## config.mk

```make
export PLATFORM = sky130hd
export DESIGN_NAME = mdio_shift_engine
export DESIGN_NICKNAME = d
export VERILOG_FILES = /design/src/rtl/mdio_pkg.sv /design/src/rtl/mdio_clk_div.sv /design/src/rtl/mdio_frame_shifter.sv /design/src/rtl/mdio_shift_engine.sv
export SDC_FILE = /design/constraint.sdc
export NUM_CORES = 1
export LEC_CHECK = 0
export ABC_AREA = 1
export BUFFER_PORTS_ARGS = -buffer_cell sky130_fd_sc_hd__buf_2
export CORE_ASPECT_RATIO = 0.75
export CORE_MARGIN = 5
export CORE_UTILIZATION = 49
export CTS_BUF_LIST = sky130_fd_sc_hd__clkbuf_4
export CTS_CLUSTER_DIAMETER = 40
export CTS_CLUSTER_SIZE = 20
export DETAILED_ROUTE_END_ITERATION = 12
export PLACE_DENSITY = 0.73
export SLEW_MARGIN = 20
export SYNTH_ARGS = -nofsm -noshare
export SYNTH_HDL_FRONTEND = slang
export SYNTH_HIERARCHICAL = 1
export SYNTH_SLANG_ARGS = --single-unit
```

## constraint.sdc

```tcl
create_clock -name clk -period 3 [get_ports clk]
set_input_delay 0.15 -clock clk [delete_from_list [all_inputs] [get_ports clk]]
set_output_delay 0.15 -clock clk [all_outputs]
set_load 0.02 [all_outputs]
```

## src/rtl/mdio_pkg.sv

```systemverilog
package mdio_pkg;
   // register geometry
   localparam int MGMT_W      = 32;
   localparam int PRE_LEN     = 32;
   localparam int FRAME_SLOTS = PRE_LEN + MGMT_W;
   // field positions the read decode relies on
   localparam int FLAVOUR_BIT = 30;
   localparam int OP_HI       = 29;
   localparam int OP_LO       = 28;
   localparam int TA_HI       = 17;
   // register slot (0 = MSB) from which a read releases the line
   localparam int REL_SLOT    = MGMT_W - 1 - TA_HI;

   function automatic logic frame_is_read(input logic [MGMT_W-1:0] w);
      if (w[FLAVOUR_BIT])
         return (w[OP_HI:OP_LO] == 2'b10);
      else
         return w[OP_HI];
   endfunction
endpackage

```

## src/rtl/mdio_clk_div.sv

```systemverilog
module mdio_clk_div #(
   parameter int DIV_W = 8
) (
   input  logic             clk,
   input  logic             rst_n,
   input  logic             run,
   input  logic [DIV_W-1:0] half_cfg,
   output logic             mdc,
   output logic             rise_tick,
   output logic             fall_tick
);
   logic [DIV_W-1:0] cnt_q;
   logic [DIV_W-1:0] half_m1;
   logic             tog;
   logic             mdc_q;

   assign half_m1   = (half_cfg == '0) ? '0 : half_cfg - DIV_W'(1);
   assign tog       = run && (cnt_q == half_m1);
   assign rise_tick = tog && !mdc_q;
   assign fall_tick = tog && mdc_q;
   assign mdc       = mdc_q;

   always_ff @(posedge clk) begin
      if (!rst_n) begin
         cnt_q <= '0;
         mdc_q <= 1'b0;
      end else if (!run) begin
         cnt_q <= '0;
         mdc_q <= 1'b0;
      end else if (tog) begin
         cnt_q <= '0;
         mdc_q <= ~mdc_q;
      end else begin
         cnt_q <= cnt_q + DIV_W'(1);
      end
   end


   cnt_range_chk: assert property (@(posedge clk) disable iff (!rst_n)
      run |-> (cnt_q <= half_m1));
endmodule

```

## src/rtl/mdio_frame_shifter.sv

```systemverilog
module mdio_frame_shifter
   import mdio_pkg::*;
#(
   parameter bit PREAMBLE_ON = 1'b1
) (
   input  logic              clk,
   input  logic              rst_n,
   input  logic              wr_en,
   input  logic [MGMT_W-1:0] wr_data,
   input  logic              rise_tick,
   input  logic              fall_tick,
   input  logic              mdio_i,
   output logic              busy,
   output logic [MGMT_W-1:0] shift_q,
   output logic              mdio_o,
   output logic              mdio_oe,
   output logic              done_pulse
);
   localparam int SLOT_W   = $clog2(FRAME_SLOTS);
   localparam int REG_BASE = FRAME_SLOTS - MGMT_W;

   logic [SLOT_W-1:0] slot_q;
   logic [SLOT_W-1:0] start_slot;
   logic              first_bit;
   logic              rd_q;
   logic [SLOT_W-1:0] nxt_slot;
   logic [SLOT_W-1:0] nxt_rel;
   logic              in_reg_now;
   logic              nxt_in_reg;
   logic              nxt_released;
   logic              last_slot;

   // variant: with preamble the frame starts on slot 0, else on the first register slot
   generate
      if (PREAMBLE_ON) begin : g_pre
         assign start_slot = '0;
         assign first_bit  = 1'b1;
      end else begin : g_nopre
         assign start_slot = SLOT_W'(REG_BASE);
         assign first_bit  = wr_data[MGMT_W-1];
      end
   endgenerate

   assign nxt_slot     = slot_q + SLOT_W'(1);
   assign nxt_rel      = nxt_slot - SLOT_W'(REG_BASE);
   assign in_reg_now   = (slot_q >= SLOT_W'(REG_BASE));
   assign nxt_in_reg   = (nxt_slot >= SLOT_W'(REG_BASE));
   assign nxt_released = rd_q && nxt_in_reg && (nxt_rel >= SLOT_W'(REL_SLOT));
   assign last_slot    = (slot_q == SLOT_W'(FRAME_SLOTS - 1));

   always_ff @(posedge clk) begin
      if (!rst_n) begin
         shift_q    <= '0;
         busy       <= 1'b0;
         slot_q     <= '0;
         mdio_o     <= 1'b0;
         mdio_oe    <= 1'b0;
         rd_q       <= 1'b0;
         done_pulse <= 1'b0;
      end else begin
         done_pulse <= 1'b0;
         if (!busy) begin
            if (wr_en) begin
               shift_q <= wr_data;
               busy    <= 1'b1;
               slot_q  <= start_slot;
               mdio_o  <= first_bit;
               mdio_oe <= 1'b1;
               rd_q    <= frame_is_read(wr_data);
            end
         end else begin
            if (rise_tick && in_reg_now)
               shift_q <= {shift_q[MGMT_W-2:0], mdio_oe ? shift_q[MGMT_W-1] : mdio_i};
            if (fall_tick) begin
               if (last_slot) begin
                  busy       <= 1'b0;
                  done_pulse <= 1'b1;
                  mdio_oe    <= 1'b0;
                  mdio_o     <= 1'b0;
               end else begin
                  slot_q  <= nxt_slot;
                  mdio_o  <= nxt_in_reg ? shift_q[MGMT_W-1] : 1'b1;
                  mdio_oe <= !nxt_released;
               end
            end
         end
      end
   end


   mdio_hold_chk: assert property (@(posedge clk) disable iff (!rst_n)
      (busy && !fall_tick) |=> $stable(mdio_o));

   oe_rise_chk: assert property (@(posedge clk) disable iff (!rst_n)
      $rose(mdio_oe) |-> $past(!busy));

   busy_write_chk: assert property (@(posedge clk) disable iff (!rst_n)
      (busy && wr_en && !rise_tick) |=> $stable(shift_q));

   done_once_chk: assert property (@(posedge clk) disable iff (!rst_n)
      done_pulse |=> !done_pulse);

   done_end_chk: assert property (@(posedge clk) disable iff (!rst_n)
      done_pulse |-> (!busy && $past(busy)));
endmodule

```

## src/rtl/mdio_shift_engine.sv

```systemverilog
module mdio_shift_engine
   import mdio_pkg::*;
#(
   parameter int DIV_W       = 8,
   parameter bit PREAMBLE_ON = 1'b1
) (
   input  logic              clk,
   input  logic              rst_n,
   input  logic              mgmt_wr,
   input  logic [MGMT_W-1:0] mgmt_wdata,
   output logic [MGMT_W-1:0] mgmt_rdata,
   output logic              mgmt_idle,
   output logic              mgmt_irq,
   input  logic [DIV_W-1:0]  mdc_half,
   output logic              mdc,
   output logic              mdio_o,
   output logic              mdio_oe,
   input  logic              mdio_i
);
   generate
      if (DIV_W < 1 || DIV_W > 16) begin : g_bad_div
         $error("mdio_shift_engine: DIV_W must be within 1..16");
      end
   endgenerate

   logic busy;
   logic rise_tick;
   logic fall_tick;

   mdio_clk_div #(.DIV_W(DIV_W)) u_div (
      .clk       (clk),
      .rst_n     (rst_n),
      .run       (busy),
      .half_cfg  (mdc_half),
      .mdc       (mdc),
      .rise_tick (rise_tick),
      .fall_tick (fall_tick)
   );

   mdio_frame_shifter #(.PREAMBLE_ON(PREAMBLE_ON)) u_shift (
      .clk        (clk),
      .rst_n      (rst_n),
      .wr_en      (mgmt_wr),
      .wr_data    (mgmt_wdata),
      .rise_tick  (rise_tick),
      .fall_tick  (fall_tick),
      .mdio_i     (mdio_i),
      .busy       (busy),
      .shift_q    (mgmt_rdata),
      .mdio_o     (mdio_o),
      .mdio_oe    (mdio_oe),
      .done_pulse (mgmt_irq)
   );

   assign mgmt_idle = !busy;


   mdc_idle_chk: assert property (@(posedge clk) disable iff (!rst_n)
      mgmt_idle |-> !mdc);

   idle_fall_chk: assert property (@(posedge clk) disable iff (!rst_n)
      $fell(mgmt_idle) |-> $past(mgmt_wr));
endmodule

```

==> results.json <==
{
  "crit_fanout": 49,
  "slew_headroom": 0.593,
  "synth_fa_ha_area_frac": 0.0227,
  "viasPerCell": 5.03,
  "wl_per_cell_um": 12.1,
  "cts-root-buf": "clkbuf_4",
  "syn_area_um2": 2760,
  "rsz0062_at_grt": "no",
  "dieArea_um2": 7250,
  "cpMostUsedCell": "nand2_2",
  "reg2reg_setup_slack_ns": 0.80,
  "use_met3": 0.0509,
  "first_global_vias": 2478,
  "fin_setup_tns_ns": 0,
  "fin_worst_skew_ns": 0.0109,
  "track_usage": 0.181,
  "cts_resized": 0,
  "crit_type": "input pin to flip-flop",
  "worstHoldStart": "mgmt_wr",
  "cpMaxStageDelayCell": "ha_1",
  "setup_viol": 0,
  "syn2layout_area_growth_pct": 18.9,
  "dpl.hpwl_mm": 4.87,
  "chipWidth_um": 96.6,
  "grtUsageMet2": 0.286,
  "path_clk_slew_ns": 0.14,
  "period_minus_slack_ns": 2.30,
  "fillers": 550,
  "leakagePower_nw": 1.51,
  "cts_sinks": 52,
  "postRouteAntennaNets": 0,
  "post_cts_buffers": 0,
  "ys_ff_latch": 52,
  "synth.avg_cell_area_um2": 6.93,
  "num_vias": 2742,
  "worstPathArrival_ns": 2.58,
  "layout.nets": 518,
  "syn_nets": 447,
  "grt_start_max_net_pins": 50,
  "gp_congestion": 0.849,
  "crit_path_max_incr_delay_ns": 0.25,
  "drt-pass1-iter-count": 5,
  "slew_violations": 0,
  "hold_path_end": "u_shift/busy$_SDFF_PN0_",
  "io_pins": 81,
  "cts_made_buffers": 5,
  "synth_mux_area_frac": 0,
  "antenna_found_initial": 0,
  "ys_seq_area_frac": 0.377,
  "tightestPinTransition_ns": 0.609,
  "fmax_mhz": 435,
  "num_rows": 23,
  "drtIter0Drc": 175,
  "r2r_end": "u_shift/shift_q[6]$_SDFFE_PN0P_",
  "synth_cells": 398,
  "n_antenna_cell": 0,
  "synth_compound_area_frac": 0.175,
  "cts_tree": "yes",
  "synth_cell_types": 29,
  "final_cell_mix": "120 x nand2_1, 80 x buf_2, 52 x dfxtp_1",
  "top_usage_layer": "met2",
  "ir_drop_mv": 0.252,
  "grt_pass1_wl_mm": 11.0,
  "initial_utilization": 0.510,
  "cp-end-kind": "flip-flop",
  "p_total_w": 0.00146,
  "status": "complete, no violations",
  "io_buffers": 80,
  "wl_mm": 6.58,
  "clock_latency_ns": 0.36,
  "rr_startpoint": "u_shift/busy$_SDFF_PN0_",
  "hold_class": "input pin to flip-flop",
  "grt_util_met1": 0.252,
  "synthSimpleGateAreaFrac": 0.316,
  "ys.warnings.count": 6,
  "power_density_nw_per_um2": 445,
  "grt-ovfl-total": 0,
  "drc": 0,
  "synthXorXnorAreaFrac": 0.0313,
  "final_common_cell": "nand2_1",
  "cts_hold_buffers": 0,
  "path_cells": "buf_2, inv_2, ha_1, nand2_1, nor2_2, nand2_2, nand2_2, xor2_1, nand2_1, nor2_4, nand2_4, nor2_1, nand3_1, nand2_2, buf_12, o21ai_0, a31oi_1",
  "rr_worst_depth": 12,
  "min_path_cells": 3,
  "drive_gt1_frac": 0.268,
  "cap_viol_max_count": 0,
  "cts.path.max_buffers": 2,
  "h-tree-depth": 2,
  "hold_viol": 0,
  "period_share": 0.767,
  "die_h_um": 75.0,
  "coreArea_um2": 5410,
  "worstPathRequired_ns": 3.28,
  "synth_top_family_by_area": "simple AND/OR/NAND/NOR gates",
  "startpoint_type": "input pin"
}
-- layer usage --
layer	vias up	routed length, µm
met5	-	0
met2	72	2800
met3	2	439
met4	0	21
li1	1445	-
met1	1223	3320
-- sequential cells by signal (all words and copies together) (netlist names) --
| register | count |
|---|---|
| u_shift/mdio_oe | 1 |
| u_div/cnt_q | 8 |
| u_shift/mdio_o | 1 |
| u_shift/rd_q | 1 |
| u_shift/slot_q | 6 |
| u_shift/shift_q | 32 |
| u_div/mdc | 1 |
| u_shift/busy | 1 |
| u_shift/done_pulse | 1 |
-- kinds of logic after synthesis --
logic type,Yosys count
xor+xnor,9
fa+ha+maj,5
flops,52
compound gates,85
buf+inv,53
simple gates,194
-- synthesized netlist by cell type, drive strengths merged --
master	number	area, µm²
a21oi	13	65.1
a31oi	31	194
buf	12	62.6
clkbuf	7	26.3
dfxtp	52	1040
ha	5	62.6
inv	34	128
nand2	127	513
nand3	23	125
nand3b	2	15.0
nand4	3	18.8
nor2	39	199
o211ai	1	7.51
o21ai	40	215
xnor2	2	17.5
xor2	7	68.8
-- critical path: cells and delay by family --
family / cells / cell delay (ns)
buffers and inverters: 3 / 0.43
adders and majority gates: 1 / 0.25
xor gates and xnor gates: 1 / 0.19
AOI/OAI and AO/OA: 2 / 0.28
and+or+nand+nor: 10 / 1.27
-- metrics by stage --
stage                     hold slack [ns]  instance area [µm²]  setup slack, ns  utilization  std cells
after floorplan                     0.283                 2760            0.871            -        398
after global placement              0.404                 3200            0.427        0.591        537
after detailed placement            0.401                 3200            0.344        0.591        537
after CTS                          0.0132                 3280            0.712        0.606        545
after global routing               0.0136                 3280            0.409        0.606        545
final                              0.0298                 3280            0.699        0.606        545
-- report_power, final --
group          switching [W]  total, W  internal, W
sequential         0.0000334  0.000768     0.000735
combinational       0.000194  0.000300     0.000107
clock               0.000206  0.000390     0.000184
-- worst max path at each step --
stage,slack [ns],from,to,depth (start not counted)
final,0.70,mdc_half[0],u_shift/shift_q[6]$_SDFFE_PN0P_,17
after CTS,0.71,mdc_half[0],u_shift/shift_q[6]$_SDFFE_PN0P_,17
after global placement,0.43,mdc_half[0],u_shift/shift_q[14]$_SDFFE_PN0P_,17
after global routing,0.41,mdc_half[0],u_shift/shift_q[7]$_SDFFE_PN0P_,17
after detailed placement,0.34,mdc_half[0],u_shift/shift_q[11]$_SDFFE_PN0P_,17
after floorplan,0.87,mdc_half[0],u_shift/shift_q[13]$_SDFFE_PN0P_,17
-- cell type report --
| type | instances | area [µm²] | share of cell area |
|---|---|---|---|
| clock buffers | 6 | 45.0 | 0.0137 |
| clock inverters | 2 | 35.0 | 0.0107 |
| inverters | 34 | 128 | 0.0389 |
| multi-input cells | 293 | 1500 | 0.458 |
| flip-flops and latches | 52 | 1040 | 0.317 |
| well taps | 75 | 93.8 | 0.0286 |
| repair buffers | 83 | 435 | 0.133 |
Power figures use the tool's default switching activity.
